## config.mk

```make
export PLATFORM = sky130hd
export DESIGN_NAME = usb_irq_stat
export DESIGN_NICKNAME = d
export VERILOG_FILES = /design/src/rtl/irq_stat_pkg.sv /design/src/rtl/irq_stat_ctrl.sv /design/src/rtl/irq_stat_dp.sv /design/src/rtl/usb_irq_stat.sv
export SDC_FILE = /design/constraint.sdc
export NUM_CORES = 1
export LEC_CHECK = 0
export CORE_MARGIN = 3
export CORE_UTILIZATION = 41
export CTS_CLUSTER_DIAMETER = 30
export DETAILED_ROUTE_END_ITERATION = 12
export PLACE_DENSITY = 0.87
export SLEW_MARGIN = 30
export SYNTH_ARGS = -nofsm -noshare
export SYNTH_HDL_FRONTEND = slang
export SYNTH_SLANG_ARGS = --single-unit
```

## constraint.sdc

```tcl
create_clock -name clk -period 4.9 [get_ports clk]
set_input_delay 0.49 -clock clk [delete_from_list [all_inputs] [get_ports clk]]
set_output_delay 0.49 -clock clk [all_outputs]
set_load 0.05 [all_outputs]
```

## src/rtl/irq_stat_pkg.sv

```systemverilog
package irq_stat_pkg;

  localparam int STAT_W = 8;

  // Bit positions of the status word
  localparam int BIT_DONE_A = 0;
  localparam int BIT_DONE_B = 1;
  localparam int BIT_SOF    = 4;
  localparam int BIT_ATTACH = 5;
  localparam int BIT_RESUME = 6;
  localparam int BIT_DPLUS  = 7;

  // Bits that hold a sticky flag
  localparam logic [STAT_W-1:0] LATCHED_MASK = 8'b0111_0011;

  typedef enum logic [1:0] {
    BUS_SE0  = 2'd0,
    BUS_IDLE = 2'd1,
    BUS_K    = 2'd2,
    BUS_SE1  = 2'd3
  } busState_e;

  // Strobes from control to datapath
  typedef struct packed {
    logic [STAT_W-1:0] setMask;
    logic [STAT_W-1:0] clrMask;
  } statStrobe_t;

  function automatic busState_e classifyBus(input logic dp, input logic dm);
    busState_e s;
    case ({dp, dm})
      2'b00:   s = BUS_SE0;
      2'b10:   s = BUS_IDLE;
      2'b01:   s = BUS_K;
      default: s = BUS_SE1;
    endcase
    return s;
  endfunction

endpackage

```

## src/rtl/irq_stat_ctrl.sv

```systemverilog
module irq_stat_ctrl
  import irq_stat_pkg::*;
#(
  parameter int                ADDR_W        = 4,
  parameter logic [ADDR_W-1:0] STATUS_ADDR   = 4'h3,
  parameter int                STABLE_CYCLES = 16,
  parameter int                SYNC_STAGES   = 2
) (
  input  logic              clk,
  input  logic              rstN,
  input  logic              dpIn,
  input  logic              dmIn,
  input  logic              resumeMode,
  input  logic              resumeEvt,
  input  logic              sofTick,
  input  logic              doneA,
  input  logic              doneB,
  input  logic [ADDR_W-1:0] regAddr,
  input  logic              regWrEn,
  input  logic [STAT_W-1:0] regWrData,
  output statStrobe_t       strb,
  output logic              dpLevel,
  output logic              devAbsent
);

  localparam int CNT_W = (STABLE_CYCLES > 1) ? $clog2(STABLE_CYCLES) : 1;
  localparam logic [CNT_W-1:0] CNT_LAST = CNT_W'(STABLE_CYCLES - 1);

  // Line synchronizers
  logic [SYNC_STAGES-1:0] dpSync;
  logic [SYNC_STAGES-1:0] dmSync;

  generate
    for (genvar st = 0; st < SYNC_STAGES; st++) begin : g_sync
      if (st == 0) begin : g_first
        always_ff @(posedge clk or negedge rstN) begin
          if (!rstN) begin
            dpSync[0] <= 1'b0;
            dmSync[0] <= 1'b0;
          end else begin
            dpSync[0] <= dpIn;
            dmSync[0] <= dmIn;
          end
        end
      end else begin : g_next
        always_ff @(posedge clk or negedge rstN) begin
          if (!rstN) begin
            dpSync[st] <= 1'b0;
            dmSync[st] <= 1'b0;
          end else begin
            dpSync[st] <= dpSync[st-1];
            dmSync[st] <= dmSync[st-1];
          end
        end
      end
    end
  endgenerate

  // Bus state filter
  busState_e        rawState;
  busState_e        candState;
  busState_e        fltState;
  logic [CNT_W-1:0] holdCnt;
  logic             candValid;
  logic             commitChange;

  assign rawState     = classifyBus(dpSync[SYNC_STAGES-1], dmSync[SYNC_STAGES-1]);
  assign candValid    = (candState == BUS_SE0) || (candState == BUS_IDLE);
  assign commitChange = (rawState == candState) && (holdCnt == CNT_LAST) &&
                        candValid && (candState != fltState);

  always_ff @(posedge clk or negedge rstN) begin
    if (!rstN) begin
      candState <= BUS_SE0;
      holdCnt   <= '0;
    end else if (rawState != candState) begin
      candState <= rawState;
      holdCnt   <= '0;
    end else if (holdCnt != CNT_LAST) begin
      holdCnt   <= holdCnt + 1'b1;
    end
  end

  always_ff @(posedge clk or negedge rstN) begin
    if (!rstN) begin
      fltState <= BUS_SE0;
    end else if (commitChange) begin
      fltState <= candState;
    end
  end

  // Strobe generation
  logic regHit;
  assign regHit = regWrEn && (regAddr == STATUS_ADDR);

  always_comb begin
    strb.setMask             = '0;
    strb.setMask[BIT_DONE_A] = doneA;
    strb.setMask[BIT_DONE_B] = doneB;
    strb.setMask[BIT_SOF]    = sofTick;
    strb.setMask[BIT_ATTACH] = commitChange;
    strb.setMask[BIT_RESUME] = resumeMode & resumeEvt;
    strb.clrMask             = regHit ? (regWrData & LATCHED_MASK) : '0;
  end

  assign dpLevel   = dpSync[SYNC_STAGES-1];
  assign devAbsent = (fltState == BUS_SE0);

endmodule

```

## src/rtl/irq_stat_dp.sv

```systemverilog
module irq_stat_dp
  import irq_stat_pkg::*;
#(
  parameter int                ADDR_W      = 4,
  parameter logic [ADDR_W-1:0] STATUS_ADDR = 4'h3
) (
  input  logic              clk,
  input  logic              rstN,
  input  statStrobe_t       strb,
  input  logic              dpLevel,
  input  logic              devAbsent,
  input  logic              resumeMode,
  input  logic [ADDR_W-1:0] regAddr,
  input  logic [STAT_W-1:0] irqEnMask,
  output logic [STAT_W-1:0] statusWord,
  output logic [STAT_W-1:0] regRdData,
  output logic              irqOut
);

  logic [STAT_W-1:0] latQ;

  generate
    for (genvar b = 0; b < STAT_W; b++) begin : g_bit
      if (LATCHED_MASK[b]) begin : g_sticky
        logic q;
        always_ff @(posedge clk or negedge rstN) begin
          if (!rstN) q <= 1'b0;
          else       q <= strb.setMask[b] | (q & ~strb.clrMask[b]);
        end
        assign latQ[b] = q;
      end else begin : g_plain
        assign latQ[b] = 1'b0;
      end
    end
  endgenerate

  logic unusedStrb;
  assign unusedStrb = ^{strb.setMask & ~LATCHED_MASK, strb.clrMask & ~LATCHED_MASK};

  always_comb begin
    statusWord             = latQ;
    statusWord[BIT_DPLUS]  = dpLevel;
    statusWord[BIT_RESUME] = resumeMode ? latQ[BIT_RESUME] : devAbsent;
  end

  logic [STAT_W-1:0] irqGate;
  always_comb begin
    irqGate             = LATCHED_MASK;
    irqGate[BIT_RESUME] = resumeMode;
  end

  assign irqOut    = |(latQ & irqGate & irqEnMask);
  assign regRdData = (regAddr == STATUS_ADDR) ? statusWord : '0;

endmodule

```

## src/rtl/usb_irq_stat.sv

```systemverilog
module usb_irq_stat
  import irq_stat_pkg::*;
#(
  parameter int                ADDR_W        = 4,
  parameter logic [ADDR_W-1:0] STATUS_ADDR   = 4'h3,
  parameter int                STABLE_CYCLES = 16,
  parameter int                SYNC_STAGES   = 2
) (
  input  logic              clk,
  input  logic              rstN,
  input  logic              dpIn,
  input  logic              dmIn,
  input  logic              resumeMode,
  input  logic              resumeEvt,
  input  logic              sofTick,
  input  logic              doneA,
  input  logic              doneB,
  input  logic [ADDR_W-1:0] regAddr,
  input  logic              regWrEn,
  input  logic [7:0]        regWrData,
  output logic [7:0]        regRdData,
  input  logic [7:0]        irqEnMask,
  output logic              irqOut
);

  statStrobe_t       strb;
  logic              dpLevel;
  logic              devAbsent;
  logic [STAT_W-1:0] statusWord;

  irq_stat_ctrl #(
    .ADDR_W(ADDR_W), .STATUS_ADDR(STATUS_ADDR),
    .STABLE_CYCLES(STABLE_CYCLES), .SYNC_STAGES(SYNC_STAGES)
  ) u_ctrl (
    .clk(clk), .rstN(rstN), .dpIn(dpIn), .dmIn(dmIn),
    .resumeMode(resumeMode), .resumeEvt(resumeEvt), .sofTick(sofTick),
    .doneA(doneA), .doneB(doneB), .regAddr(regAddr), .regWrEn(regWrEn),
    .regWrData(regWrData), .strb(strb), .dpLevel(dpLevel), .devAbsent(devAbsent)
  );

  irq_stat_dp #(
    .ADDR_W(ADDR_W), .STATUS_ADDR(STATUS_ADDR)
  ) u_dp (
    .clk(clk), .rstN(rstN), .strb(strb), .dpLevel(dpLevel),
    .devAbsent(devAbsent), .resumeMode(resumeMode), .regAddr(regAddr),
    .irqEnMask(irqEnMask), .statusWord(statusWord), .regRdData(regRdData),
    .irqOut(irqOut)
  );

endmodule

```

==> impl_results.md <==
- Fmax: 0.352 GHz
- Setup_tns: 0 ns
- Global-route wire length before repair: 2800 microns
- Final layout net count: 131
- Worst hold path class: reg -> reg
- Final WL: 1660 microns
- Least-Margin Pin Slew: 0.724 ns
- Worst Path Arrival: 2.35 ns
- FP Rows: 14
- Post-synth top cells: dfrtp_1 (17), nand3_1 (8), and2_1 (5), nor2_1 (5)
- Total congestion overflow: 0
- Via count: 610
- Met3 Track Usage GR: 3.67%
- Setup WS pre-CTS: 2.05 ns
- YS warnings: 0
- Tcrit/Tclk final: 58.0%
- Hold Violations, Final: 0
- Met1 Track Usage GR: 16.6%
- Worst setup SP type: primary input
- Total CTS buffers: 3
- Final ANT Viol Nets: 0
- Avg Inst Size Synth: 11.2 sq um
- Worst Hold Endpoint: u_ctrl.dmSync[1]
- Fill cell count: 130
- Hold_sp: u_ctrl.dmSync[0]
- Crit Path Category: in -> out
- Critical path's slowest cell: clkdlybuf4s50_1
- Post-Syn Area: 762 sq um
- Die area: 2410 sq um
- Leakage: 0.459 nW
- Clock Root Buffer: clkbuf_4
- Skew final: 0.00526 ns
- Worst r2r src: u_ctrl.holdCnt[0]
- CP Cell Sequence: clkdlybuf4s50_1 > nor4bb_1 > buf_4 > nor2b_1 > clkdlybuf4s50_1
- Area of the multi-input gates: 314 sq um
- Crit path required time: 4.41 ns
- Setup-failing EPs final: 0
- Most used cell, CP: clkdlybuf4s50_1
- Pwr/cell area: 247 nW/um^2
- Clk pin slew, worst setup/hold paths: 0.10 ns
- Initial Utilization: 46.8%
- CP endpoint kind: primary output
- Pins over their slew limit: 0
- DRC Markers: 0
- Post-CTS sizing: 0
- Synthesized instance count: 68
- Sequential share of the synthesized area: 55.8%
- Antenna diode count: 0
- Share of cells above drive strength 1: 9.09%
- Met2 global-route usage: 27.0%
- RSZ-0062 raised after global routing: no
- Max Cap Violations: 0
- Status: complete, no violations
- Largest net degree at the start of global routing: 18
- TritonCTS clock tree: yes
- Worst VDD drop: 154 uV
- EDFF count, synth: 0
- Cell accounting for the most synthesized area: dfrtp_1
- Count leader, synth: dfrtp_1
- Yosys cell types: 26
- Die Height: 49.1 microns
- Overall power: 272 uW
- Hold Buf Count CTS: 0
- Primary FF master, synth: dfrtp_1
- Yosys top cell area share: 55.8%
- Worst-Skew Late Latency: 0.29 ns
- # H-tree levels: 1
- Worst reg2reg path endpoint: u_ctrl.fltState[0]
- First drt pass iteration count: 2
- Worst-path fanout max: 11
- Fin util: 67.8%
- Synth area leaders: dfrtp_1 (56%), nand3_1 (5.3%), and2_1 (4.1%), xnor2_1 (3.4%), a21o_1 (3.0%)
- P&R area growth vs syn: 45.0%
- Rel. slew slack: 51.6%
- Vias in the first global route: 650
- R2r setup slk: 3.18 ns
- Core box area: 1630 sq um
- Crit path launch: regAddr[0]
- GRT Total Usage: 15.3%
- Max stage delay on crit path: 0.80 ns
- Register area: 425 sq um
- Register-to-Register Path Depth: 4
- Synth Register Bits: 17
- Drt wl/cell: 13.5 microns
- Setup ws final: 2.06 ns
- Hold Path Stages: 0
- Post-synth ARST share: 100%
- Violation count after the first detailed-route iteration: 2
- IO buf count: 30
- Post-CTS setup buffers: 0
- GPL Wtd Cong: 0.659
- Initial antenna violation count: 0
- GRT Max-Usage Layer: met2
- Die width: 49.1 microns
- Period minus WS final: 2.84 ns
- Max clock buf depth: 2
- Vias/cell: 4.96
- I/O Pins: 39
- Sink Count: 17
## cell families (layout without fill, tap and decap cells)
kind of cell / count (synthesis) / in the layout / synth area share [%]
and+or+nand+nor: 29 / 29 / 22.0
other: 1 / 2 / 0.492
AOI/OAI and AO/OA: 9 / 9 / 8.70
DFF: 17 / 17 / 55.8
xor gates and xnor gates: 4 / 4 / 4.60
buffers and inverters: 5 / 35 / 3.45
muxes: 2 / 2 / 3.28
adders and majority gates: 1 / 1 / 1.64
## where the power goes
group / switching (mW) / internal, mW
Clock: 0.0426 / 0.0303
Sequential: 0.00521 / 0.147
Combinational: 0.0213 / 0.0262
## final cells by class
| class | instances | area share (%) |
|---|---|---|
| timing repair buffer | 31 | 27.9 |
| tap | 24 | 2.72 |
| multi-input combinational | 47 | 28.4 |
| clock inverter | 1 | 0.453 |
| clock buffer | 3 | 2.04 |
| sequential | 17 | 38.5 |
## critical path: cells and delay by family
family                 cells  cell delay (ns)
buffers and inverters      3             1.46
AND/OR/NAND/NOR            2             0.39
## through the flow
step / instances / area, sq um / hold slack, ns
floorplan: 69 / 766 / 0.194
CTS: 123 / 1100 / 0.362
global placement: 119 / 1080 / 0.333
finish: 123 / 1100 / 0.359
detailed placement: 119 / 1080 / 0.338
global route: 123 / 1100 / 0.371
## sequential cells by signal (all words and copies together), names as in the netlist
name / flops
u_ctrl.fltState: 2
u_ctrl.candState: 2
u_ctrl.dpSync: 1
u_ctrl.dpLevel: 1
u_ctrl.holdCnt: 4
u_dp.g_bit.g_sticky.q: 5
u_ctrl.dmSync: 2
## placed cells by master (no fill, tap or decap)
master / synthesis / layout
mux2i_1: 1 / 1
nor2b_1: 1 / 1
clkdlybuf4s50_1: 0 / 30
a22o_1: 1 / 1
xnor2_1: 3 / 3
a31oi_1: 1 / 1
and2_2: 1 / 1
dfrtp_1: 17 / 17
mux2_4: 1 / 1
nand3_1: 8 / 8
nor2_1: 5 / 5
a21o_1: 3 / 3
conb_1: 1 / 2
nor3_1: 3 / 3
buf_4: 2 / 1
or4b_4: 1 / 1
xor2_1: 1 / 1
a22oi_1: 2 / 2
o2bb2ai_1: 1 / 1
clkbuf_4: 0 / 3
and2_1: 5 / 5
nand2_1: 2 / 2
nor4bb_1: 1 / 1
ha_1: 1 / 1
clkinv_2: 0 / 1
a21oi_1: 1 / 1
nor3b_1: 1 / 1
nand3_2: 1 / 1
## worst max-delay path by stage
stage | endpoint | slack, ns | cells after the start
after floorplan | regRdData[6] | 2.60 | 3
after global placement | regRdData[7] | 2.07 | 5
after detailed placement | regRdData[6] | 2.05 | 5
after CTS | regRdData[6] | 2.05 | 5
after global routing | regRdData[6] | 1.98 | 5
final | regRdData[6] | 2.06 | 5
## per-layer routing
metal  routed length [microns]  share of wire [%]
met5                         0                  0
met4                        29                1.7
met3                       107                6.4
met2                       875                 53
met1                       651                 39
(Power assumes the default switching activity.)
